### config.mk
export PLATFORM = sky130hd
export DESIGN_NAME = icinv_walker
export DESIGN_NICKNAME = d
export VERILOG_FILES = /design/src/rtl/icinv_pkg.sv /design/src/rtl/icinv_walk_seq.sv /design/src/rtl/icinv_pend_ctr.sv /design/src/rtl/icinv_line_state.sv /design/src/rtl/icinv_walker.sv
export SDC_FILE = /design/constraint.sdc
export NUM_CORES = 1
export LEC_CHECK = 0
export ABC_AREA = 1
export CAP_MARGIN = 40
export CELL_PAD_IN_SITES_DETAIL_PLACEMENT = 1
export CELL_PAD_IN_SITES_GLOBAL_PLACEMENT = 1
export CORE_UTILIZATION = 33
export CTS_BUF_LIST = sky130_fd_sc_hd__clkbuf_4
export DETAILED_ROUTE_END_ITERATION = 7
export PLACE_DENSITY = 0.87
export RECOVER_POWER = 25
export SLEW_MARGIN = 20
export SYNTH_ARGS = -nofsm -noshare
export SYNTH_HDL_FRONTEND = slang
export SYNTH_SLANG_ARGS = --single-unit
### constraint.sdc
create_clock -name clk -period 2.7 [get_ports clk]
set_clock_uncertainty 0.1 [all_clocks]
set_input_delay 0.54 -clock clk [delete_from_list [all_inputs] [get_ports clk]]
set_output_delay 0.54 -clock clk [all_outputs]
set_load 0.03 [all_outputs]
### src/rtl/icinv_pkg.sv
package icinv_pkg;
   typedef enum logic [1:0] {
      PH_IDLE  = 2'd0,
      PH_WALK  = 2'd1,
      PH_DRAIN = 2'd2
   } phase_e;
endpackage

### src/rtl/icinv_walk_seq.sv
module icinv_walk_seq
   import icinv_pkg::*;
#(
   parameter int NUM_LINES = 16,
   parameter int IDX_W     = $clog2(NUM_LINES)
) (
   input  logic             clk,
   input  logic             rst_n,
   input  logic             start,
   input  logic             ev_ready,
   input  logic             drained,
   output phase_e           phase,
   output logic             ev_valid,
   output logic [IDX_W-1:0] ev_index,
   output logic             issue,
   output logic             finish
);
   localparam logic [IDX_W-1:0] LAST_IDX = IDX_W'(NUM_LINES - 1);

   phase_e           phase_q, phase_d;
   logic [IDX_W-1:0] idx_q, idx_d;
   logic             last_issue;

   always_comb begin
      issue      = (phase_q == PH_WALK) && ev_ready;
      last_issue = issue && (idx_q == LAST_IDX);
      finish     = (phase_q == PH_DRAIN) && drained;
      phase_d    = phase_q;
      idx_d      = idx_q;
      case (phase_q)
         PH_IDLE: begin
            if (start) begin
               phase_d = PH_WALK;
               idx_d   = '0;
            end
         end
         PH_WALK: begin
            if (last_issue) begin
               phase_d = PH_DRAIN;
            end else if (issue) begin
               idx_d = idx_q + IDX_W'(1);
            end
         end
         PH_DRAIN: begin
            if (drained) phase_d = PH_IDLE;
         end
         default: phase_d = PH_IDLE;
      endcase
   end

   always_ff @(posedge clk) begin
      if (!rst_n) begin
         phase_q <= PH_IDLE;
         idx_q   <= '0;
      end else begin
         phase_q <= phase_d;
         idx_q   <= idx_d;
      end
   end

   assign phase    = phase_q;
   assign ev_valid = (phase_q == PH_WALK);
   assign ev_index = idx_q;
endmodule

### src/rtl/icinv_pend_ctr.sv
module icinv_pend_ctr #(
   parameter int NUM_LINES = 16,
   parameter int CNT_W     = $clog2(NUM_LINES + 1)
) (
   input  logic clk,
   input  logic rst_n,
   input  logic inc,
   input  logic ack,
   input  logic active,
   output logic spurious,
   output logic drained
);
   logic [CNT_W-1:0] cnt_q, cnt_d;
   logic             ack_ok;

   always_comb begin
      ack_ok   = ack && active && (cnt_q != '0);
      spurious = ack && !ack_ok;
      cnt_d    = cnt_q + CNT_W'(inc) - CNT_W'(ack_ok);
      drained  = (cnt_d == '0);
   end

   always_ff @(posedge clk) begin
      if (!rst_n) cnt_q <= '0;
      else        cnt_q <= cnt_d;
   end
endmodule

### src/rtl/icinv_line_state.sv
module icinv_line_state #(
   parameter int NUM_LINES = 16,
   parameter int IDX_W     = $clog2(NUM_LINES)
) (
   input  logic                 clk,
   input  logic                 rst_n,
   input  logic                 clr_en,
   input  logic [IDX_W-1:0]     clr_idx,
   input  logic                 set_en,
   input  logic [IDX_W-1:0]     set_idx,
   output logic [NUM_LINES-1:0] valid
);
   for (genvar gi = 0; gi < NUM_LINES; gi++) begin : g_line
      logic hit_clr, hit_set;
      assign hit_clr = clr_en && (clr_idx == IDX_W'(gi));
      assign hit_set = set_en && (set_idx == IDX_W'(gi));
      always_ff @(posedge clk) begin
         if (!rst_n)       valid[gi] <= 1'b0;
         else if (hit_clr) valid[gi] <= 1'b0;
         else if (hit_set) valid[gi] <= 1'b1;
      end
   end
endmodule

### src/rtl/icinv_walker.sv
module icinv_walker
   import icinv_pkg::*;
#(
   parameter int NUM_LINES = 16,
   parameter int TAG_W     = 4
) (
   input  logic                         clk,
   input  logic                         rst_n,
   input  logic                         inv_req_valid,
   output logic                         inv_req_ready,
   input  logic [TAG_W-1:0]             inv_req_tag,
   output logic                         inv_rsp_valid,
   output logic [TAG_W-1:0]             inv_rsp_tag,
   output logic                         ev_valid,
   input  logic                         ev_ready,
   output logic [$clog2(NUM_LINES)-1:0] ev_index,
   input  logic                         ev_done,
   output logic                         ack_err,
   input  logic                         fill_en,
   input  logic [$clog2(NUM_LINES)-1:0] fill_index,
   output logic [NUM_LINES-1:0]         line_valid
);
   localparam int IDX_W = $clog2(NUM_LINES);
   localparam int CNT_W = $clog2(NUM_LINES + 1);

   if (NUM_LINES < 2) begin : g_bad_lines
      $error("icinv_walker: NUM_LINES must be at least 2");
   end
   if (TAG_W < 1) begin : g_bad_tag
      $error("icinv_walker: TAG_W must be at least 1");
   end

   phase_e           phase;
   logic             busy, start, issue, finish, drained, spurious;
   logic [TAG_W-1:0] held_tag_q;
   logic             rsp_q, err_q;
   logic [TAG_W-1:0] rsp_tag_q;

   assign busy  = (phase != PH_IDLE);
   assign start = inv_req_valid && !busy;

   icinv_walk_seq #(.NUM_LINES(NUM_LINES), .IDX_W(IDX_W)) u_seq (
      .clk      (clk),
      .rst_n    (rst_n),
      .start    (start),
      .ev_ready (ev_ready),
      .drained  (drained),
      .phase    (phase),
      .ev_valid (ev_valid),
      .ev_index (ev_index),
      .issue    (issue),
      .finish   (finish)
   );

   icinv_pend_ctr #(.NUM_LINES(NUM_LINES), .CNT_W(CNT_W)) u_ctr (
      .clk      (clk),
      .rst_n    (rst_n),
      .inc      (issue),
      .ack      (ev_done),
      .active   (busy),
      .spurious (spurious),
      .drained  (drained)
   );

   icinv_line_state #(.NUM_LINES(NUM_LINES), .IDX_W(IDX_W)) u_lines (
      .clk     (clk),
      .rst_n   (rst_n),
      .clr_en  (issue),
      .clr_idx (ev_index),
      .set_en  (fill_en),
      .set_idx (fill_index),
      .valid   (line_valid)
   );

   always_ff @(posedge clk) begin
      if (!rst_n) begin
         held_tag_q <= '0;
         rsp_q      <= 1'b0;
         rsp_tag_q  <= '0;
         err_q      <= 1'b0;
      end else begin
         if (start)  held_tag_q <= inv_req_tag;
         if (finish) rsp_tag_q  <= held_tag_q;
         rsp_q <= finish;
         err_q <= spurious;
      end
   end

   assign inv_req_ready = !busy;
   assign inv_rsp_valid = rsp_q;
   assign inv_rsp_tag   = rsp_tag_q;
   assign ack_err       = err_q;
endmodule

==> flow_metrics.tcl <==
set metrics [dict create \
    muxShareOfSynthArea_pct 0 \
    drive_gt1_share_pct 19.3 \
    whs_ns 0.375 \
    area_growth_pct 41.8 \
    worst_setup_path_end_kind "flop" \
    crit_type "reg -> reg" \
    die_y_um 76.5 \
    routed_wl_mm 5.45 \
    hold_violations 0 \
    status "complete, but fails checks" \
    synth_area_leader_cell "dfxtp_1" \
    first_global_vias 1861 \
    synthSimpleGateAreaFrac_pct 25.3 \
    clk_root_buffer_cell "clkbuf_4" \
    critPathMaxFanout 6 \
    grt_pass1_wl_mm 8.87 \
    syn_area_per_cell_um2 7.36 \
    ant_nets 0 \
    synth_xor_area_share_pct 1.43 \
    num_io_pins 42 \
    yosys.cell_types.count 27 \
    grt_start_max_net_pins 21 \
    critPathRequiredTime_ns 2.89 \
    cp-start-kind "flop" \
    p_per_area_nw_per_um2 702 \
    portBuffers 41 \
    vias_per_cell 4.78 \
    synth_cells 249 \
    ys_warn_count 0 \
    sw_frac_of_total_pct 39.9 \
    ys_ff_latch 37 \
    cts-buffers-inserted 5 \
    crit_arrival_ns 2.96 \
    multi_input_comb_area_um2 963 \
    relSlewSlack_pct 68.7 \
    drt_iter0_drc 43 \
    dp_hpwl_mm 3.85 \
    ys_top_cells_by_area "dfxtp_1 (40%), nand2_1 (8.8%), inv_1 (8.4%)" \
    rsz0062_at_grt "yes" \
    synth_compound_area_share_pct 14.7 \
    grt_use_total_pct 18.9 \
    syn_area_um2 1830 \
    setup_slack_ns -0.0645 \
    synth.yosys.seq_area_share_pct 40.4 \
    most-common-layout-cells "nand2_1 (42), clkdlybuf4s50_1 (40), inv_1 (37), nor2_1 (35), dfxtp_1 (34)" \
    ir_worst_vdd_uv 527 \
    maxCapViolCount 0 \
    violations "negative setup slack" \
    drt-wirelength-per-cell_um 14.1 \
    power.total_w 0.00182 \
    regArea_um2 744 \
    finalWeightedCongestion 0.781 \
    cts_sinks 37 \
    hold_path_class "reg -> reg" \
    hold_buffers 0 \
    power_leakage_nw 1.09 \
    fillers 658 \
    die_x_um 76.5 \
    tritoncts "yes" \
    fmax_mhz 362 \
    pwr-share-comb_pct 50.4 \
    pwr-share-seq_pct 33.7 \
    drc 0 \
    drv_slew 0 \
    via_count 1844 \
    start_util_pct 35.0 \
    firstDrtPassIters 4 \
    fin_crit_ns 2.76 \
    diodes 0 \
    p_switching_w 0.000728 \
    htreeDepth 2 \
    intPower_w 0.00110 \
    nets 340 \
    synthAdderAreaFrac_pct 7.92 \
    row_count 26 \
    cts.clk_slew.worst_paths_ns 0.12 \
    final_common_cell "nand2_1" \
    tightestPinTransition_ns 0.467 \
    synth_top_family_by_area "simple AND/OR/NAND/NOR gates" \
    grt_antenna_before_repair 0 \
    dieArea_um2 5850 \
    period_share_pct 102 \
    finalSetupViolCount 5 \
    pwr-share-clk_pct 15.9 \
    netlist.area_leader.share_pct 40.4 \
    clkLatencyLatePin_ns 0.34 \
    grt-ovfl-total 0 \
    synth_nets 274 \
    clock_path_buffers 2 \
    core_um2 5240 \
]
cells by family after synthesis:
group | count (synthesis)
AND/OR/NAND/NOR | 105
buffers and inverters | 48
XOR/XNOR | 3
AO/OA/AOI/OAI | 45
flip-flops | 37
adder cells (fa/ha/maj) | 11
metal layers:
| layer | vias to the layer above | routed length [um] | track usage [%] |
|---|---|---|---|
| li1 | 929 | - | - |
| met2 | 37 | 2920 | 36.1 |
| met5 | - | 0 | 0 |
| met4 | 0 | 81 | 4.62 |
| met3 | 9 | 156 | 2.99 |
| met1 | 869 | 2290 | 21.6 |
sequential cells by signal, indices dropped and copies added (netlist names):
name,count
u_seq.ev_index,4
u_ctr.cnt_q,5
u_seq.phase,2
ack_err,1
inv_rsp_valid,1
inv_rsp_tag,4
held_tag_q,4
u_lines.valid,16
worst paths after layout:
kind | cells past startpoint | slack [ns] | to | start
setup / recovery | 15 | -0.06 | inv_rsp_tag[1] | u_ctr.cnt_q[3]
hold / removal | 2 | 0.38 | held_tag_q[3] | held_tag_q[3]
setup reg to reg | 15 | -0.06 | inv_rsp_tag[1] | u_ctr.cnt_q[3]
hold reg to reg | 2 | 0.38 | held_tag_q[3] | held_tag_q[3]
critical path, stage by stage, from the launching register on:
cell and delay, ns:
dfxtp_2 0.35, inv_2 0.05, ha_4 0.16, a311oi_4 0.26
ha_1 0.27, inv_1 0.07, ha_2 0.18, inv_2 0.04
fa_2 0.37, xor2_2 0.20, nand3_2 0.11, nor2_4 0.21
nand3_4 0.12, nand2_1 0.09, inv_1 0.04, nor2_1 0.09
area by class of cell:
type	count	area share (%)
multi-input cells	164	37.1
flip-flops and latches	37	28.7
repair buffers	65	22.7
inverters	42	6.07
well taps	70	3.37
clock buffers	5	1.45
clock inverters	3	0.674
what timing repair did:
action                                  4_1_cts  5_1_grt
buffers inserted                             11        4
pin swaps                                    17        7
resized for setup                            15        2
endpoints found under the setup margin        7        7
power groups by stage:
stage / logic (W) / clock network [W] / registers, W
after floorplan: 0.000425 / 0 / 0.000633
after global placement: 0.000636 / 0 / 0.000619
after detailed placement: 0.000665 / 0 / 0.000621
after CTS: 0.000816 / 0.000301 / 0.000613
after global routing: 0.000998 / 0.000321 / 0.000618
final: 0.000920 / 0.000291 / 0.000614
metrics by stage:
step	worst slack (ns)	TNS, ns	cell area (um^2)	util (%)	instances
floorplan	0.0143	0	1840	-	249
global placement	-0.545	-3.67	2380	45.4	363
detailed placement	-0.715	-4.98	2380	45.4	363
CTS	-0.0532	-0.194	2550	48.8	382
global route	-0.173	-0.953	2600	49.6	386
finish	-0.0645	-0.255	2600	49.6	386
cell usage after synthesis:
master	count
dfxtp_1	37
fa_1	1
nor2_2	2
ha_1	10
o21ai_0	13
nand2_1	43
a21oi_1	22
nand3_1	10
xor2_1	3
nor2_4	1
or2_2	2
nand3_2	1
a31oi_1	2
nor3_1	2
o21ai_1	1
a311oi_1	1
nand3_4	1
o221a_2	6
nand3b_1	1
nand2_2	1
clkbuf_1	4
nor2_1	37
buf_6	1
nand4_1	4
inv_1	41
inv_2	1
buf_1	1
(Power assumes the default switching activity.)
